`src/rtl/bwu_pkg.sv`:
```
// Package: shared command codes and control-field bit positions for the
// bus address event detector.
package bwu_pkg;
    typedef enum logic [1:0] {
        OP_PATTERN = 2'd0,
        OP_IGNORE  = 2'd1,
        OP_DIVIDE  = 2'd2,
        OP_CONTROL = 2'd3
    } cfg_op_e;

    localparam int CTL_EN_BIT    = 0;
    localparam int CTL_WATCH_BIT = 1;
endpackage

```
`src/rtl/bwu_entry.sv`:
```
// Module: one ternary match entry.
// Holds a pattern, an ignore mask (1 = bit ignored) and the enable and
// watchpoint flags, and reports a hit for the current bus address.
// Assumes that writes are single-cycle strobes already decoded for this entry.
module bwu_entry #(
    parameter int ADDR_W = 32
) (
    input  logic              clk,
    input  logic              rst_n,
    input  logic              wr_pat,
    input  logic              wr_ign,
    input  logic              wr_ctl,
    input  logic [ADDR_W-1:0] wr_data,
    input  logic              bus_valid,
    input  logic [ADDR_W-1:0] bus_addr,
    output logic              hit,
    output logic              en,
    output logic              watch
);
    import bwu_pkg::*;

    logic [ADDR_W-1:0] pat_q;
    logic [ADDR_W-1:0] ign_q;

    // Store the pattern, ignore mask and control flags; everything is off at reset.
    always_ff @(posedge clk) begin
        if (!rst_n) begin
            pat_q <= '0;
            ign_q <= '0;
            en    <= 1'b0;
            watch <= 1'b0;
        end else begin
            if (wr_pat) pat_q <= wr_data;
            if (wr_ign) ign_q <= wr_data;
            if (wr_ctl) begin
                en    <= wr_data[CTL_EN_BIT];
                watch <= wr_data[CTL_WATCH_BIT];
            end
        end
    end

    // Compare only the cared-for bits of the address.
    always_comb begin
        hit = en && bus_valid && (((bus_addr ^ pat_q) & ~ign_q) == '0);
    end
endmodule

```
`src/rtl/bwu_decim.sv`:
```
// Module: decimation counter for one entry.
// Lets every Nth selected hit fire (N of 0 or 1 fires on every hit).
// The counter clears on each firing and on every rewrite of N; a rewrite in
// the same cycle as a hit wins and suppresses that firing.
module bwu_decim #(
    parameter int CNT_W = 8
) (
    input  logic             clk,
    input  logic             rst_n,
    input  logic             wr_div,
    input  logic [CNT_W-1:0] wr_val,
    input  logic             sel,
    output logic             fire
);
    logic [CNT_W-1:0] div_q;
    logic [CNT_W-1:0] cnt_q;
    logic             last;

    // Decide whether the current hit completes the count.
    always_comb begin
        last = (div_q <= CNT_W'(1)) || (cnt_q == div_q - CNT_W'(1));
        fire = sel && last && !wr_div;
    end

    // Hold N and count selected hits toward it.
    always_ff @(posedge clk) begin
        if (!rst_n) begin
            div_q <= '0;
            cnt_q <= '0;
        end else if (wr_div) begin
            div_q <= wr_val;
            cnt_q <= '0;
        end else if (sel) begin
            cnt_q <= last ? '0 : cnt_q + CNT_W'(1);
        end
    end
endmodule

```
`src/rtl/bwu_pick.sv`:
```
// Module: fixed-priority selector.
// Picks the lowest-numbered hit and returns it both as a one-hot vector and
// as an index. Purely combinational.
module bwu_pick #(
    parameter int N     = 8,
    parameter int IDX_W = 3
) (
    input  logic [N-1:0]     hit,
    output logic [N-1:0]     sel,
    output logic [IDX_W-1:0] idx
);
    logic lower;

    // One-hot of the first set bit, scanning upward from index 0.
    always_comb begin
        lower = 1'b0;
        for (int i = 0; i < N; i++) begin
            sel[i] = hit[i] && !lower;
            lower  = lower | hit[i];
        end
    end

    // Index of the lowest set bit, scanning downward so the lowest is kept.
    always_comb begin
        idx = '0;
        for (int i = N - 1; i >= 0; i--) begin
            if (hit[i]) idx = IDX_W'(i);
        end
    end
endmodule

```
`src/rtl/bwu_stall.sv`:
```
// Module: stall handshake toward the execution core.
// Sets on a watchpoint notify and clears on a continue or take-over pulse.
// A set in the same cycle as a release wins.
module bwu_stall (
    input  logic clk,
    input  logic rst_n,
    input  logic set_i,
    input  logic release_i,
    output logic stall_o
);
    // Hold the request until the monitor answers.
    always_ff @(posedge clk) begin
        if (!rst_n)         stall_o <= 1'b0;
        else if (set_i)     stall_o <= 1'b1;
        else if (release_i) stall_o <= 1'b0;
    end
endmodule

```
`src/rtl/bus_watch_unit.sv`:
```
// Module: bus address event detector (top).
// Matches each valid bus address against NUM_ENTRIES ternary entries,
// reports the lowest-numbered hit through a per-entry decimation counter as
// a one-cycle registered notify, and raises a stall on watchpoint notifies.
// Assumes one command per cycle on the command port and NUM_ENTRIES >= 2.
module bus_watch_unit #(
    parameter int NUM_ENTRIES = 8,
    parameter int ADDR_W      = 32,
    parameter int CNT_W       = 8,
    localparam int IDX_W      = $clog2(NUM_ENTRIES)
) (
    input  logic              clk,
    input  logic              rst_n,
    input  logic              cfg_valid,
    input  logic [1:0]        cfg_op,
    input  logic [IDX_W-1:0]  cfg_idx,
    input  logic [ADDR_W-1:0] cfg_data,
    input  logic              bus_valid,
    input  logic [ADDR_W-1:0] bus_addr,
    input  logic              mon_continue,
    input  logic              mon_takeover,
    output logic              ntf_valid,
    output logic [IDX_W-1:0]  ntf_idx,
    output logic              ntf_high,
    output logic              stall_req
);
    import bwu_pkg::*;

    cfg_op_e               op;
    logic [NUM_ENTRIES-1:0] hit_vec;
    logic [NUM_ENTRIES-1:0] en_vec;
    logic [NUM_ENTRIES-1:0] watch_vec;
    logic [NUM_ENTRIES-1:0] sel_vec;
    logic [NUM_ENTRIES-1:0] fire_vec;
    logic [IDX_W-1:0]       pick_idx;
    logic                   any_fire;
    logic                   watch_fire;

    // Decode the command code.
    always_comb op = cfg_op_e'(cfg_op);

    for (genvar g = 0; g < NUM_ENTRIES; g++) begin : g_ent
        logic addr_me;
        // Command addresses this entry.
        always_comb addr_me = cfg_valid && (cfg_idx == IDX_W'(g));

        bwu_entry #(.ADDR_W(ADDR_W)) u_entry (
            .clk       (clk),
            .rst_n     (rst_n),
            .wr_pat    (addr_me && op == OP_PATTERN),
            .wr_ign    (addr_me && op == OP_IGNORE),
            .wr_ctl    (addr_me && op == OP_CONTROL),
            .wr_data   (cfg_data),
            .bus_valid (bus_valid),
            .bus_addr  (bus_addr),
            .hit       (hit_vec[g]),
            .en        (en_vec[g]),
            .watch     (watch_vec[g])
        );

        bwu_decim #(.CNT_W(CNT_W)) u_decim (
            .clk    (clk),
            .rst_n  (rst_n),
            .wr_div (addr_me && op == OP_DIVIDE),
            .wr_val (cfg_data[CNT_W-1:0]),
            .sel    (sel_vec[g]),
            .fire   (fire_vec[g])
        );
    end

    bwu_pick #(.N(NUM_ENTRIES), .IDX_W(IDX_W)) u_pick (
        .hit (hit_vec),
        .sel (sel_vec),
        .idx (pick_idx)
    );

    // Collapse the per-entry firings; at most one can be set.
    always_comb begin
        any_fire   = |fire_vec;
        watch_fire = |(fire_vec & watch_vec);
    end

    // Register the notify so it appears one cycle after the hit.
    always_ff @(posedge clk) begin
        if (!rst_n) begin
            ntf_valid <= 1'b0;
            ntf_idx   <= '0;
            ntf_high  <= 1'b0;
        end else begin
            ntf_valid <= any_fire;
            ntf_idx   <= any_fire ? pick_idx : '0;
            ntf_high  <= watch_fire;
        end
    end

    bwu_stall u_stall (
        .clk       (clk),
        .rst_n     (rst_n),
        .set_i     (watch_fire),
        .release_i (mon_continue || mon_takeover),
        .stall_o   (stall_req)
    );
endmodule

```
`config.mk`:
```
export PLATFORM = sky130hd
export DESIGN_NAME = bus_watch_unit
export DESIGN_NICKNAME = d
export VERILOG_FILES = /design/src/rtl/bwu_pkg.sv /design/src/rtl/bwu_entry.sv /design/src/rtl/bwu_decim.sv /design/src/rtl/bwu_pick.sv /design/src/rtl/bwu_stall.sv /design/src/rtl/bus_watch_unit.sv
export SDC_FILE = /design/constraint.sdc
export NUM_CORES = 2
export LEC_CHECK = 0
export BUFFER_PORTS_ARGS = -buffer_cell sky130_fd_sc_hd__buf_2
export CORE_ASPECT_RATIO = 1.25
export CORE_MARGIN = 2
export CORE_UTILIZATION = 57
export CTS_CLUSTER_DIAMETER = 40
export DETAILED_ROUTE_END_ITERATION = 10
export PLACE_DENSITY = 0.8
export SLEW_MARGIN = 5
export SYNTH_ARGS = -nofsm -noshare
export SYNTH_HDL_FRONTEND = slang
export SYNTH_SLANG_ARGS = --single-unit
```
`constraint.sdc`:
```
create_clock -name clk -period 3 [get_ports clk]
set_clock_uncertainty 0.15 [all_clocks]
set_input_delay 0.6 -clock clk [delete_from_list [all_inputs] [get_ports clk]]
set_output_delay 0.6 -clock clk [all_outputs]
set_load 0.02 [all_outputs]
```
# Word-level counts from Yosys, hierarchy flattened
# Cells that the tools add are included.
[totals]
reg_bits = 662
latchBits = 0
ram_bits = 0
romBits = 0
input_bits = 75
output_inout_bits = 6
elab_cells = 273
n_memories = 0
[classes]
n_addsub = 16
multipliers = 0
n_div = 0
n_lt_le_gt_ge = 8
n_eq_ne = 18
shifts = 0
muxes = 17
n_bitwise = 33
n_reduce_logical = 127
[op_table]
columns = ["op", "count"]
rows = [
  ["32-bit AND", 8],
  ["32-bit zero test", 8],
  ["32-bit inverter", 8],
  ["32-bit XOR", 8],
  ["1-bit logical AND", 79],
  ["8-bit by 1-bit adder with 8-bit output, second input constant", 8],
  ["8-bit equality test", 8],
  ["8-bit by 1-bit less-or-equal comparator with 1-bit output, second input constant", 8],
  ["8-bit 2-to-1 mux", 8],
  ["8-bit by 1-bit subtractor with 8-bit output, second input constant", 8],
  ["2-bit OR reduction", 8],
  ["8-bit OR reduction", 2],
  ["1-bit zero test", 15],
  ["3-bit equality test, second input constant", 4],
  ["3-bit 2-to-1 mux", 4],
  ["1-bit logical OR", 9],
  ["8-bit AND", 1],
  ["3-bit by 2-bit equality test with 1-bit output, second input constant", 2],
  ["1-bit bitwise OR", 6],
  ["6-bit OR reduction", 1],
  ["2-bit equality test, second input constant", 2],
  ["2-bit 2-to-1 mux", 2],
  ["4-bit OR reduction", 1],
  ["3-bit by 1-bit equality test with 1-bit output, second input constant", 1],
  ["other kinds (7)", 10],
]

# Logic depth before layout (Yosys ltp)
[depth]
word_depth = 17
ltp_mapped = 11
depth_no_buf = 11

# Hierarchy
# A second synthesis with hierarchy kept.
[unflattened]
hier_cells = 3061
hier_area_um2 = 31682.9
[modules_own_cells]
columns = ["module", "instances", "cells_per_inst", "area_per_inst_um2", "seq_area_each_um2"]
rows = [
  ["bwu_entry", 8, 271, 2914.0, 1321.3],
  ["bwu_decim", 8, 100, 968.4, 320.3],
  ["bus_watch_unit", 1, 70, 435.4, 100.1],
  ["bwu_pick", 1, 20, 146.4, 0.0],
  ["bwu_stall", 1, 3, 41.3, 20.0],
]

# Worst setup path after synthesis
# No wires, ideal clock.
[synth_timing]
kind = "input-to-reg"
startpoint = "in bus_addr[29]"
endpoint = "reg ntf_idx[1]"
setup_ns = 0.136
arrival_ns = 2.704
required_time_ns = 2.714
slack_ns = 0.010
path_stages = 10
n_path_buf = 1
cell_sequence = "buf_6 xnor2_2 o22ai_1 nor4_2 nand4_2 o22ai_4 nor2_2 a221o_1 a2111oi_4 nor4_1"
[synth_via]
elab_chain_len = 17
word_cells_on_any_way = 77
cone_classes = "mux: 6; bitwise: 23; reduce/logical: 48"
[synth_rtl]
columns = ["element", "line_no", "source"]
rows = [
  ["start, declared", "bus_watch_unit.sv:19", "input logic [ADDR_W-1:0] bus_addr,"],
  ["32-bit XOR", "bwu_entry.sv:44", "hit = en && bus_valid && (((bus_addr ^ pat_q) & ~ign_q) == '0);"],
  ["32-bit AND", "bwu_entry.sv:44", ""],
  ["32-bit zero test", "bwu_entry.sv:44", ""],
  ["1-bit logical AND", "bwu_entry.sv:44", ""],
  ["1-bit bitwise OR (6 in series)", "bwu_pick.sv:19", "lower = lower | hit[i];"],
  ["1-bit zero test", "bwu_pick.sv:18", "sel[i] = hit[i] && !lower;"],
  ["1-bit logical AND", "bwu_pick.sv:18", ""],
  ["1-bit logical AND (2 in series)", "bwu_decim.sv:22", "fire = sel && last && !wr_div;"],
  ["8-bit OR reduction", "bus_watch_unit.sv:79", "any_fire = |fire_vec;"],
  ["1-bit inverter (no source line)", "-", ""],
  ["4-bit OR reduction (no source line)", "-", ""],
  ["end signal, assigned", "bus_watch_unit.sv:91", "ntf_idx <= any_fire ? pick_idx : '0;"],
  ["end, declared", "bus_watch_unit.sv:23", "output logic [IDX_W-1:0] ntf_idx,"],
]
# Several ways; a longest one is shown, not always the timed one.
# A chain may end at the register's enable or synchronous reset.

# Worst setup path after layout
[layout_timing]
startpoint = "reg g_ent[2].u_entry.pat_q[0]"
endpoint = "reg ntf_idx[2]"
[layout_via]
elab_chain_len = 16
word_cells_on_any_way = 35
cone_classes = "bitwise: 8; reduce/logical: 27"
[layout_rtl]
columns = ["element", "line_no", "source"]
rows = [
  ["start, declared", "bwu_entry.sv:22", "logic [ADDR_W-1:0] pat_q;"],
  ["start signal, assigned", "bwu_entry.sv:33", "if (wr_pat) pat_q <= wr_data;"],
  ["32-bit XOR *", "bwu_entry.sv:44", ""],
  ["32-bit AND *", "bwu_entry.sv:44", ""],
  ["32-bit zero test *", "bwu_entry.sv:44", ""],
  ["1-bit logical AND *", "bwu_entry.sv:44", ""],
  ["1-bit bitwise OR (5 in series)", "bwu_pick.sv:19", ""],
  ["1-bit zero test", "bwu_pick.sv:18", ""],
  ["1-bit logical AND", "bwu_pick.sv:18", ""],
  ["1-bit logical AND (2 in series)", "bwu_decim.sv:22", ""],
  ["8-bit OR reduction", "bus_watch_unit.sv:79", ""],
  ["1-bit inverter (no source line)", "-", ""],
  ["6-bit OR reduction (no source line) *", "-", ""],
]
# Mark *: on every way between the ends. The rest lies on a longest branch, timed or not.

==> flow_metrics.env <==
export IMPL_maxCapViolations=0
export IMPL_max_stage_delay_ns=0.41
export IMPL_p_leak_nw=12.0
export IMPL_status="finished clean"
export IMPL_wirelength_um=99200
export IMPL_vias=28154
export IMPL_relSlewSlack=0.284
export IMPL_drive_above_1_share=0.138
export IMPL_cts_sinks=662
export IMPL_overflow=0
export IMPL_rsz0062_at_grt="true"
export IMPL_place_hpwl_um=62300
export IMPL_fin_crit_sh=0.986
export IMPL_synthDistinctLibCells=88
export IMPL_grt_util_met3=0.0595
export IMPL_grt_use_total=0.349
export IMPL_synth_adder_area_share=0.00984
export IMPL_crit_required_ns=3.37
export IMPL_post_cts_buffers=0
export IMPL_tightest_slew_ns=1.07
export IMPL_die_h_um=263
export IMPL_synth_edf_count=0
export IMPL_fin_ws_ns=0.0421
export IMPL_vdd_drop_max_uv=463
export IMPL_p_per_area_nw_per_um2=580
export IMPL_yosysSeqAreaShare=0.434
export IMPL_drcViolationCount=0
export IMPL_synth_area_leaders="dfxtp_1, nand2_1, xnor2_1, a21oi_1, a21boi_0"
export IMPL_worstSkewPairLatency_ns=0.66
export IMPL_hold_viol_final=0
export IMPL_r2r_slack_ns=0.04
export IMPL_synthSimpleGateAreaFrac=0.226
export IMPL_setup_viol=0
export IMPL_grt_pass1_vias=26912
export IMPL_min_period_ns=2.96
export IMPL_die_area_um2=55400
export IMPL_start_util=0.578
export IMPL_synth_most_common_cell="nand2_1"
export IMPL_cp_arrival_ns=3.33
export IMPL_worstSetupPathType="flop to flop"
export IMPL_cts_root_buf="clkbuf_16"
export IMPL_area_growth_pct=16.3
export IMPL_clk_pin_slew_worst_paths_ns=0.07
export IMPL_cts_buffers=82
export IMPL_clock_path_buffers=3
export IMPL_drt_first_pass_iters=6
export IMPL_crit_path_max_fanout=6
export IMPL_min_path_type="input pin to flop"
export IMPL_start_kind="flop"
export IMPL_place_gp_congestion=0.921
export IMPL_fmax_mhz=338
export IMPL_synth_top_family_by_area="simple AND/OR/NAND/NOR gates"
export IMPL_ant_nets=0
export IMPL_io_buffers=80
export IMPL_hold_buffers=0
export IMPL_io_pins=81
export IMPL_synth_xor_area_share=0.113
export IMPL_synth_compound_area_frac=0.162
export IMPL_cts_tree="done"
export IMPL_avgSynthCellArea_um2=7.93
export IMPL_async_reset_ff_frac=0
export IMPL_dominantRegCellSynth="dfxtp_1"
export IMPL_diodes=0
export IMPL_pre_cts_slack_ns=-0.568
export IMPL_postLayoutCoreUtil=0.672
export IMPL_nets=4035
export IMPL_crit_slowest_cell="a2111oi_4"
export IMPL_synth_cells=3846
export IMPL_cp_end_kind="flop"
export IMPL_viasPerCell=6.02
export IMPL_post_drt_wl_per_cell_um=21.2
export IMPL_yosys_warnings=0
export IMPL_use_met1=0.429
export IMPL_synth_area_um2=30500
export IMPL_synthTopCellsByCount="nand2_1, dfxtp_1, a21oi_1, xnor2_1, clkbuf_1"
export IMPL_grt_busiest_layer="met2"
export IMPL_synth_fp_nets=3945
export IMPL_use_met2=0.556
export IMPL_grt_pass1_wl_um=150000
export IMPL_synth_seq_cells=662
export IMPL_dieWidth_um=211
export IMPL_slew_viol_final=0
export IMPL_path_cells="xnor2_1, o22ai_1, nor4_2, buf_4, nand4_2, o22ai_4, nor2_2, a221o_1, a2111oi_4, nor2_1"
export IMPL_rows=94
export IMPL_synth_mux_area_frac=0.00591
export IMPL_grt_max_degree=137
export IMPL_synth_top_cell_area_share=0.434
export IMPL_grt_antenna_before_repair=0
export IMPL_fp_coreArea_um2=52800
export IMPL_post_synth_top_area_cell="dfxtp_1"
export IMPL_first_iter_violations=3123
export IMPL_cts_max_level=3
==> flip-flops by register name, indices dropped and copies added (netlist names) <==
register	flops
ntf_high	1
ntf_idx	3
g_ent.u_decim.div_q	64
u_stall.stall_o	1
g_ent.u_entry.en	8
ntf_valid	1
g_ent.u_decim.cnt_q	64
g_ent.u_entry.ign_q	256
g_ent.u_entry.watch	8
g_ent.u_entry.pat_q	256
==> layout by cell type, fill, tap and decap left out, types with 31 or more instances in the layout <==
cell,Yosys,layout
a21boi_0,162,162
a21oi_1,438,436
buf_2,1,79
buf_4,9,196
clkbuf_16,0,83
dfxtp_1,662,661
inv_1,32,31
nand2_1,1227,1227
nor2_1,129,122
o22ai_1,119,119
xnor2_1,323,320
xor2_1,54,54
==> report_power, final <==
part / switching, mW / internal, mW
Clock: 4.36 / 5.96
Sequential: 0.0409 / 8.85
Combinational: 0.902 / 0.462
Total: 5.31 / 15.3
==> cell families (layout without fill, tap and decap cells) <==
| family | after synthesis | count (layout) |
|---|---|---|
| DFF | 662 | 662 |
| xor gates and xnor gates | 385 | 385 |
| and+or+nand+nor | 1614 | 1614 |
| buffers and inverters | 329 | 489 |
| AOI/OAI and AO/OA | 814 | 814 |
| adders and majority gates | 24 | 24 |
| muxes | 18 | 18 |
==> final cells by class <==
cell class | instances | area (um^2)
fill | 4077 | 17300
multi-input combinational | 2855 | 16000
sequential | 662 | 13300
timing repair buffer | 302 | 2410
clock buffer | 98 | 2230
tap | 672 | 841
clock inverter | 56 | 647
inverter | 33 | 131
==> what timing repair did <==
item	in CTS	in global routing
setup endpoints to repair	12	36
pin swaps	1	9
resized for setup	5	17
==> metrics by stage <==
step                      total power [mW]  setup TNS, ns  hold slack [ns]  cell area, um^2  std cells
after floorplan                       9.86              0            0.286            30500       3846
after global placement                10.4         -24.32            0.291            32500       4524
after detailed placement              10.4         -25.66            0.297            32500       4524
after CTS                             20.5              0            0.219            35400       4678
after global routing                  21.0         -0.301            0.234            35500       4678
final                                 20.6              0            0.242            35500       4678
==> critical path, delay by kind of cell (launching register included) <==
| family | cells | cell delay [ns] |
|---|---|---|
| compound gates | 4 | 1.23 |
| buf+inv | 1 | 0.19 |
| flops | 1 | 0.34 |
| simple gates | 4 | 0.67 |
| xor+xnor | 1 | 0.25 |
==> worst paths after layout <==
kind                                        endpoint  depth (start not counted)                                    start
max                            ntf_idx[2]$_SDFF_PP0_                         10   g_ent[2].u_entry.pat_q[0]$_SDFFE_PN0P_
max reg2reg                    ntf_idx[2]$_SDFF_PP0_                         10   g_ent[2].u_entry.pat_q[0]$_SDFFE_PN0P_
min reg2reg  g_ent[5].u_entry.ign_q[20]$_SDFFE_PN0P_                          2  g_ent[5].u_entry.ign_q[20]$_SDFFE_PN0P_
min                     u_stall.stall_o$_SDFFE_PN0P_                          2                                    rst_n
==> layer usage <==
| metal | up-vias | routed length, um |
|---|---|---|
| li1 | 12901 | - |
| met1 | 13276 | 36300 |
| met2 | 1554 | 44900 |
| met3 | 423 | 10500 |
| met4 | 0 | 7470 |
| met5 | - | 0 |
Power figures use the tool's default switching activity.
